<file path="src/rtl/bank_mapper_pkg.sv">
`timescale 1ns/1ps
package bank_mapper_pkg;
  localparam int CTRL_W = 8;
  localparam int PAGE_W = 8;
  localparam int LOW_W  = 2;
  localparam int BANK_W = 5;

  // control bit positions
  localparam int OS_BIT    = 0;
  localparam int BASIC_BIT = 1;
  localparam int EXT_B0    = 2;
  localparam int EXT_B1    = 3;
  localparam int WIN_BIT   = 4;
  localparam int EXT_B2    = 5;
  localparam int EXT_B3    = 6;
  localparam int ST_BIT    = 7;

  // number of extended banks kept in the 128K part
  localparam int LOCAL_EXT = 4;

  typedef struct packed {
    logic io;
    logic os_rom;
    logic basic;
    logic selftest;
    logic window;
  } region_t;
endpackage

</file>
<file path="src/rtl/mapper_ctrl_reg.sv">
`timescale 1ns/1ps
module mapper_ctrl_reg
  import bank_mapper_pkg::*;
#(
  parameter logic [CTRL_W-1:0] RESET_VAL = 8'hFF,
  parameter logic [PAGE_W-1:0] REG_PAGE  = 8'hD3,
  parameter logic [LOW_W-1:0]  REG_LOW   = 2'b01
) (
  input  logic              clk,
  input  logic              rst_n,
  input  logic              bus_en,
  input  logic              rw,
  input  logic [PAGE_W-1:0] addr_hi,
  input  logic [LOW_W-1:0]  addr_lo,
  input  logic [CTRL_W-1:0] data_in,
  output logic [CTRL_W-1:0] ctrl_q,
  output logic              reg_hit,
  output logic [CTRL_W-1:0] data_out,
  output logic              data_oe
);
  logic wr_en;

  assign reg_hit = (addr_hi == REG_PAGE) && (addr_lo == REG_LOW);
  assign wr_en   = bus_en && reg_hit && !rw;

  always_ff @(posedge clk or negedge rst_n) begin
    if (!rst_n) ctrl_q <= RESET_VAL;
    else if (wr_en) ctrl_q <= data_in;
  end

  always_comb begin
    data_oe  = bus_en && reg_hit && rw;
    data_out = data_oe ? ctrl_q : '0;
  end
endmodule

</file>
<file path="src/rtl/mapper_region_decode.sv">
`timescale 1ns/1ps
module mapper_region_decode
  import bank_mapper_pkg::*;
(
  input  logic [PAGE_W-1:0] addr_hi,
  output region_t           region
);
  always_comb begin
    region          = '0;
    region.io       = (addr_hi[7:3] == 5'b11010);                  // D000-D7FF
    region.os_rom   = (addr_hi[7:4] == 4'hC) || (addr_hi >= 8'hD8); // C000-CFFF, D800-FFFF
    region.basic    = (addr_hi[7:5] == 3'b101);                     // A000-BFFF
    region.selftest = (addr_hi[7:3] == 5'b01010);                   // 5000-57FF
    region.window   = (addr_hi[7:6] == 2'b01);                      // 4000-7FFF
  end
endmodule

</file>
<file path="src/rtl/mapper_bank_select.sv">
`timescale 1ns/1ps
module mapper_bank_select
  import bank_mapper_pkg::*;
(
  input  logic [CTRL_W-1:0] ctrl,
  input  logic              mode_576,
  input  logic [1:0]        addr_top,
  input  logic              in_window,
  output logic [BANK_W-1:0] bank,
  output logic              use_512
);
  localparam int EXT_BITS = 5;
  localparam int EXT_MAP [EXT_BITS-1] = '{EXT_B0, EXT_B1, EXT_B2, EXT_B3};

  logic [EXT_BITS-1:0] ext_idx;

  generate
    for (genvar i = 0; i < EXT_BITS - 1; i++) begin : g_ext
      assign ext_idx[i] = ctrl[EXT_MAP[i]];
    end
  endgenerate
  assign ext_idx[EXT_BITS-1] = mode_576 & ctrl[BASIC_BIT];

  always_comb begin
    use_512 = 1'b0;
    bank    = {{(BANK_W-2){1'b0}}, addr_top};
    if (in_window && !ctrl[WIN_BIT]) begin
      if (ext_idx < EXT_BITS'(LOCAL_EXT)) begin
        bank = BANK_W'(LOCAL_EXT) + BANK_W'(ext_idx);
      end else begin
        bank    = BANK_W'(ext_idx);
        use_512 = 1'b1;
      end
    end
  end
endmodule

</file>
<file path="src/rtl/port_bank_mapper.sv">
`timescale 1ns/1ps
module port_bank_mapper
  import bank_mapper_pkg::*;
#(
  parameter logic [CTRL_W-1:0] RESET_VAL = 8'hFF,
  parameter logic [PAGE_W-1:0] REG_PAGE  = 8'hD3,
  parameter logic [LOW_W-1:0]  REG_LOW   = 2'b01
) (
  input  logic              clk,
  input  logic              rst_n,
  input  logic              bus_en,
  input  logic              rw,
  input  logic [PAGE_W-1:0] addr_hi,
  input  logic [LOW_W-1:0]  addr_lo,
  input  logic [CTRL_W-1:0] data_in,
  input  logic              mode_576,
  output logic [CTRL_W-1:0] data_out,
  output logic              data_oe,
  output logic              cs_os,
  output logic              cs_basic,
  output logic              cs_selftest,
  output logic              cs_io,
  output logic              cs_ram128,
  output logic              cs_ram512,
  output logic [BANK_W-1:0] ram_bank
);
  logic [CTRL_W-1:0] ctrl_q;
  logic              reg_hit;
  region_t           region;
  logic [BANK_W-1:0] bank;
  logic              use_512;
  logic              os_on, basic_on, st_on, io_on, ram_on;

  mapper_ctrl_reg #(
    .RESET_VAL(RESET_VAL), .REG_PAGE(REG_PAGE), .REG_LOW(REG_LOW)
  ) i_ctrl (
    .clk(clk), .rst_n(rst_n), .bus_en(bus_en), .rw(rw),
    .addr_hi(addr_hi), .addr_lo(addr_lo), .data_in(data_in),
    .ctrl_q(ctrl_q), .reg_hit(reg_hit), .data_out(data_out), .data_oe(data_oe)
  );

  mapper_region_decode i_region (
    .addr_hi(addr_hi), .region(region)
  );

  mapper_bank_select i_bank (
    .ctrl(ctrl_q), .mode_576(mode_576), .addr_top(addr_hi[7:6]),
    .in_window(region.window && !st_on), .bank(bank), .use_512(use_512)
  );

  always_comb begin
    io_on    = region.io && !reg_hit;
    os_on    = region.os_rom && ctrl_q[OS_BIT];
    basic_on = region.basic && !mode_576 && !ctrl_q[BASIC_BIT];
    st_on    = region.selftest && ctrl_q[OS_BIT] && !ctrl_q[ST_BIT];
    ram_on   = !(io_on || os_on || basic_on || st_on || reg_hit);

    cs_io       = bus_en && io_on;
    cs_os       = bus_en && os_on;
    cs_basic    = bus_en && basic_on;
    cs_selftest = bus_en && st_on;
    cs_ram128   = bus_en && ram_on && !use_512;
    cs_ram512   = bus_en && ram_on && use_512;
    ram_bank    = (bus_en && ram_on) ? bank : '0;
  end
endmodule

</file>
<file path="config.mk">
export PLATFORM = sky130hd
export DESIGN_NAME = port_bank_mapper
export DESIGN_NICKNAME = d
export VERILOG_FILES = /design/src/rtl/bank_mapper_pkg.sv /design/src/rtl/mapper_ctrl_reg.sv /design/src/rtl/mapper_region_decode.sv /design/src/rtl/mapper_bank_select.sv /design/src/rtl/port_bank_mapper.sv
export SDC_FILE = /design/constraint.sdc
export NUM_CORES = 1
export LEC_CHECK = 0
export ABC_CLOCK_PERIOD_IN_PS = 2800
export BUFFER_PORTS_ARGS = -buffer_cell sky130_fd_sc_hd__buf_2
export CORE_MARGIN = 8
export CORE_UTILIZATION = 46
export CTS_CLUSTER_SIZE = 12
export DETAILED_ROUTE_END_ITERATION = 10
export PLACE_DENSITY = 0.92
export SLEW_MARGIN = 20
export SYNTH_ARGS = -nofsm -noshare
export SYNTH_HDL_FRONTEND = slang
export SYNTH_HIERARCHICAL = 1
export SYNTH_SLANG_ARGS = --single-unit
</file>
<file path="constraint.sdc">
create_clock -name clk -period 2.8 [get_ports clk]
set_input_delay 0.14 -clock clk [delete_from_list [all_inputs] [get_ports clk]]
set_output_delay 0.14 -clock clk [all_outputs]
set_load 0.05 [all_outputs]
</file>
==> reports/metrics.yaml, run 1 <==
status:
  status: "finished clean"
power:
  power.leakage_uw: 0.000516
  comb_power_share_pct: 24.3
  p_int_uw: 194
  ir_worst_vdd_v: 0.000218
  power.switching_uw: 69.2
  powerDensity_nw_per_um2: 266
  seqPwrFrac_pct: 45.4
  swShare_pct: 26.3
  clock_power_share_pct: 30.3
place:
  port_buffers: 42
  hpwl_mm: 1.74
  dp_cells: 138
  preCtsSetupSlack_ns: 0.715
  postPlaceCellArea_um2: 956
  globalplace.congestion: 0.749
synth:
  synth.area.mux_share_pct: 16.2
  synth_top_family_by_area: "simple AND/OR/NAND/NOR gates"
  synth_nets: 106
  synth_top_area_cell: "dfstp_2"
  synth-simple-area-share_pct: 45.7
  synth.avg_cell_area_um2: 9.05
  synth_cells: 82
  synth-seq-cells: 8
  synth_top_cells_by_area: "dfstp_2, mux2_2, nand4b_1"
  synth_xor_area_share_pct: 0
  yosysTopAreaCellShare_pct: 28.3
  syn_area_um2: 742
  yosys_warnings: 6
  synth_compound_area_share_pct: 4.89
  synth_cell_type_count: 27
  synth_flop_cell: "dfstp_2"
  async_flop_share_pct: 100
  synth_common_cells: "nor2_1, and2_1, dfstp_2, mux2_2, nand4b_1"
  synth_fa_ha_area_share_pct: 1.69
  ys_seq_area_share_pct: 28.3
  synth_most_common_cell: "nor2_1"
  synth_edf_count: 0
setup_path:
  crit_fanout: 6
  cp_slowest_cell: "dfstp_2"
  cp.required_ns: 2.66
  crit_chain: "nor2b_1, a21boi_0, nand2b_4, mux2_4, nand4b_1, nor2_1, buf_2"
  start_kind: "flip-flop"
  crit_arrival_ns: 2.00
  slowest_delay_ns: 0.54
  crit_path_end_kind: "output port"
  crit_type: "reg2out"
floorplan:
  core_um2: 1510
  start_util_pct: 49.3
  die_h_um: 56.2
  top_level_ports: 43
  rows: 14
  die_x_um: 56.2
  dieArea_um2: 3150
cts:
  cts_max_path_buffers: 2
  cts.sinks: 8
  root_buffer: "clkbuf_4"
  cts_tree: "done"
  clock_latency_ns: 0.24
  cts_buffers: 3
  post_cts_buffers: 0
  cts.repair.resized: 0
  cts_max_level: 1
  clk_pin_slew_worst_paths_ns: 0.05
route:
  routed_via_density: 5.24
  routedWlPerCell_um: 14.1
  drt-total-wl_mm: 2.00
  ant_nets: 0
  drc: 0
  drt_first_pass_iters: 4
  vias: 744
  drtIter0Drc: 2
timing:
  min_period_ns: 2.14
  fmax_mhz: 468
  setup_ws_ns: 0.663
  rsz0062_at_grt: "no"
  finalCritPeriodShare_pct: 76.3
  hold_viol: 0
  relSlewSlack_pct: 57.1
  setup_tns_ns: 0
  worstMarginPinSlew_ns: 0.639
  finClkSkew_ns: 0
  slew_violations: 0
  setup_viol: 0
cells_and_area:
  num-fill-cells: 140
  top_regs: "i_ctrl/ctrl_q: 8 flops"
  stdcell_area_um2: 988
  instances_no_fill: 142
  largest_register: "i_ctrl/ctrl_q"
  largest_reg_flops: 8
  finalNetCount: 152
  layout-drive-gt1-share_pct: 54.0
  n_antenna_cell: 0
  syn_to_final_growth_pct: 33.2
grt:
  grt_max_degree: 10
  grt_pass1_vias: 784
  grt_pass1_wl_mm: 3.36
  track_usage_pct: 12.4
  grt_overflow: 0
  antenna_found_initial: 0
job:
  drv_cap: 0
min_path:
  hp-class: "in2reg"
## repair_timing
item,in CTS,in global routing
hold buffers,1,0
endpoints found under the setup margin,0,0
endpoints found under the hold margin,8,0
## critical path, delay by kind of cell (launching register included)
kind,cells,cell delay [ns]
muxes,1,0.21
AOI/OAI and AO/OA,1,0.35
buffers and inverters,1,0.27
and+or+nand+nor,4,0.39
DFF,1,0.54
## kinds of logic (layout without fill, tap and decap cells)
group | after synthesis | in the layout
AND/OR/NAND/NOR | 53 | 53
flip-flops | 8 | 8
AO/OA/AOI/OAI | 6 | 6
adder cells (fa/ha/maj) | 1 | 1
buffers and inverters | 4 | 48
multiplexers | 10 | 10
## metal layers
layer / wire length [um] / global-route usage [%]
met5: 0 / 0
met4: 0 / 4.12
met3: 121 / 3.65
met2: 1040 / 22.5
met1: 845 / 13.1
## stage by stage
| step | total power (uW) | util [%] | hold WS [ns] |
|---|---|---|---|
| after floorplan | 158 | - | -0.00784 |
| final | 263 | 65.6 | 0.133 |
| after detailed placement | 184 | 63.5 | 0.198 |
| after CTS | 267 | 65.6 | 0.126 |
| after global routing | 281 | 65.6 | 0.121 |
| after global placement | 181 | 63.5 | 0.186 |
## placed cells by master, fill, tap and decap left out, drive strengths merged
cell,count
a21boi,1
a21oi,3
a31oi,1
and2,9
and2b,1
and3,2
buf,42
clkbuf,3
dfstp,8
dlygate4sd3,1
ha,1
inv,2
mux2,10
nand2,6
nand2b,2
nand3,1
nand4b,7
nor2,15
nor2b,4
nor3,1
nor4,2
o21a,1
or3b,2
or4b,1
## power by group through the flow
stage	registers [uW]	logic [uW]	clock network, uW
final	119	63.9	79.6
after floorplan	120	38.3	0
after CTS	119	64.4	83.6
after detailed placement	121	63.3	0
after global routing	119	69.3	92.8
after global placement	120	60.8	0
## layout make-up
class | instances | area (um2) | share of cell area [%]
Timing Repair Buffer | 43 | 220 | 22.3
Multi-Input combinational cell | 70 | 508 | 51.4
Sequential cell | 8 | 210 | 21.3
Clock buffer | 3 | 22.5 | 2.28
Inverter | 2 | 7.51 | 0.759
Tap cell | 16 | 20.0 | 2.03
## path summary, 6_finish.rpt
| path | from | endpoint | slack (ns) | cells past startpoint |
|---|---|---|---|---|
| max in group asynchronous | rst_n | i_ctrl/ctrl_q[5]$_DFFE_PN1P_ | 2.31 | 2 |
| min reg2reg | i_ctrl/ctrl_q[3]$_DFFE_PN1P_ | i_ctrl/ctrl_q[3]$_DFFE_PN1P_ | 0.63 | 1 |
| min in group asynchronous | rst_n | i_ctrl/ctrl_q[3]$_DFFE_PN1P_ | 0.47 | 2 |
| min | data_in[4] | i_ctrl/ctrl_q[4]$_DFFE_PN1P_ | 0.13 | 2 |
| max | i_ctrl/ctrl_q[7]$_DFFE_PN1P_ | ram_bank[0] | 0.66 | 7 |
| max reg2reg | i_ctrl/ctrl_q[5]$_DFFE_PN1P_ | i_ctrl/ctrl_q[5]$_DFFE_PN1P_ | 2.00 | 1 |
No activity file was read; power rests on OpenSTA's default activity.
==> run 2, diff against run 1 <==
Settings changed: ABC_CLOCK_PERIOD_IN_PS 2800 to 2000, CORE_UTILIZATION 46 to 43, PLACE_DENSITY 0.92 to 0.87.
Clock period 2.8 ns to 2 ns, I/O delays scaled along.
==> reports/metrics.yaml, run 2 (synthesis results as in run 1) <==
floorplan:
  start_util_pct: 44.4  # -4.8 points
  core_um2: 1670  # +11%
  rows: 15  # +1
  dieArea_um2: 3310  # +5.0%
  die_h_um: 57.5  # +2.5%
  die_x_um: 57.5  # +2.5%
  top_level_ports: 43  # unchanged
cells_and_area:
  fin_util_pct: 61.3  # -4.3 points
  syn_to_final_growth_pct: 38.1
  top_regs: "i_ctrl/ctrl_q: 8 flops"
  finalNetCount: 153  # +0.66%
  layout-drive-gt1-share_pct: 57.5  # +3.5 points
  largest_reg_flops: 8  # unchanged
  largest_register: "i_ctrl/ctrl_q"
  n_antenna_cell: 0  # unchanged
  final_cell_mix: "buf_2, nor2_1, and2_1"
  layout_commonest_cell: "buf_2"
cts:
  cts_buffers: 3  # unchanged
  clock_latency_ns: 0.25  # about the same
  cts_tree: "done"
  cts.sinks: 8  # unchanged
  root_buffer: "clkbuf_4"
  clk_pin_slew_worst_paths_ns: 0.05  # about the same
  cts_max_level: 1  # unchanged
  post_cts_buffers: 0  # unchanged
  cts_max_path_buffers: 2  # unchanged
route:
  drt_first_pass_iters: 4  # unchanged
  routed_via_density: 5.29  # +1.0%
  drc: 0  # unchanged
  top_layer_used: "met4"
  drt-total-wl_mm: 2.04  # +1.7%
  ant_nets: 0  # unchanged
  met1_length_um: 914  # +8.2%
  vias: 762  # +2.4%
  routedWlPerCell_um: 14.1  # +0.34%
  routed-wl-met3_um: 83  # -31%
  wl_met2_um: 999  # -3.5%
  drtIter0Drc: 10  # +8
power:
  swShare_pct: 27.7  # +1.4 points
  p_int_uw: 274  # +41%
  ir_worst_vdd_v: 0.000323  # +48%
  seqPwrFrac_pct: 44.0  # -1.4 points
  power.switching_uw: 105  # +52%
  powerDensity_nw_per_um2: 370  # +39%
  clock_power_share_pct: 31.1  # +0.8 points
  comb_power_share_pct: 24.9  # +0.6 points
  power.leakage_uw: 0.000531  # +2.8%
timing:
  relSlewSlack_pct: 59.9  # +2.8 points
  fmax_mhz: 531
  min_period_ns: 1.88
  finalCritPeriodShare_pct: 94.1
  finClkSkew_ns: 0  # unchanged
  setup_tns_ns: 0  # unchanged
  hold_viol: 0  # unchanged
  setup_viol: 0  # unchanged
  slew_violations: 0  # unchanged
  worstMarginPinSlew_ns: 0.597  # -0.0414 ns
  rsz0062_at_grt: "no"
setup_path:
  cp.required_ns: 1.90  # -0.76 ns
  crit_path_end_kind: "output port"
  crit_fanout: 6  # unchanged
  crit_type: "reg2out"
  slowest_delay_ns: 0.54  # about the same
  crit_arrival_ns: 1.78  # -0.22 ns
  cp_slowest_cell: "dfstp_2"
  start_kind: "flip-flop"
  crit_chain: "nor2b_1, a21boi_2, nand2b_4, mux2_4, nand4b_1, nor2_2, buf_4"
grt:
  track_usage_pct: 13.3  # +0.90 points
  antenna_found_initial: 0  # unchanged
  grt_pass1_vias: 847  # +8.0%
  grt_max_degree: 10  # unchanged
  grt_pass1_wl_mm: 3.53  # +5.1%
  grt_overflow: 0  # unchanged
status:
  status: "finished clean"
place:
  hpwl_mm: 1.73  # -0.70%
  globalplace.congestion: 0.764  # +2.0%
  port_buffers: 42  # unchanged
job:
  drv_cap: 0  # unchanged
min_path:
  hp-class: "in2reg"
-- run 2: changes by cell type in the layout (fill, tap and decap cells not counted), sizes merged --
cell    before  now
clkbuf       3    4
-- run 2: repair_timing --
item | 4_1_cts | 5_1_grt
hold buffers | 1 | 0
cloned | 0 | 0
resized for setup | 2 | 4
setup endpoints to repair | 3 | 3
endpoints found under the hold margin | 8 | 0
-- run 2: worst paths after layout --
check                           cells past startpoint                    startpoint  slack, ns                           end
worst max-delay path                                7  i_ctrl/ctrl_q[7]$_DFFE_PN1P_       0.12                   ram_bank[1]
worst min-delay path                                2                    data_in[4]       0.08  i_ctrl/ctrl_q[4]$_DFFE_PN1P_
worst max register to register                      1  i_ctrl/ctrl_q[6]$_DFFE_PN1P_       1.22  i_ctrl/ctrl_q[6]$_DFFE_PN1P_
worst min register to register                      1  i_ctrl/ctrl_q[4]$_DFFE_PN1P_       0.63  i_ctrl/ctrl_q[4]$_DFFE_PN1P_
max in group asynchronous                           2                         rst_n       1.53  i_ctrl/ctrl_q[5]$_DFFE_PN1P_
min in group asynchronous                           2                         rst_n       0.45  i_ctrl/ctrl_q[3]$_DFFE_PN1P_
-- run 2: metal layers --
metal	vias up	global-route usage, %
li1	385	-
met1	347	14.3
met2	26	23.3
met3	4	2.47
met4	0	8.21
met5	-	0
-- run 2: final cells by class --
cell class | instances | area (um2)
well taps | 17 | 21.3
flip-flops and latches | 8 | 210
inverters | 2 | 7.51
repair buffers | 44 | 235
clock buffers | 3 | 22.5
fillers | 158 | 646
multi-input cells | 70 | 528
-- run 2: critical path: cells and delay by family (launching register included) --
family	cells	cell delay, ns
flops	1	0.54
simple gates	4	0.32
mux	1	0.30
buf+inv	1	0.19
compound gates	1	0.18
-- run 2: power by group through the flow --
stage	combinational, uW	sequential (uW)	clock (uW)
final	94.4	167	118
after global routing	103	167	133
after CTS	94.1	167	125
after detailed placement	91.6	169	0
after global placement	88.2	169	0
after floorplan	56.1	168	0
-- run 2: metrics by stage --
| step | power (uW) | cells | hold slack (ns) | worst slack [ns] | area, um2 |
|---|---|---|---|---|---|
| finish | 379 | 144 | 0.0832 | 0.118 | 1020 |
| global route | 403 | 144 | 0.0756 | 0.0439 | 1020 |
| CTS | 386 | 144 | 0.0744 | 0.0359 | 1020 |
| detailed placement | 260 | 140 | 0.163 | 0.0649 | 981 |
| global placement | 257 | 140 | 0.151 | 0.124 | 981 |
| floorplan | 224 | 82 | -0.0478 | 0.00651 | 758 |
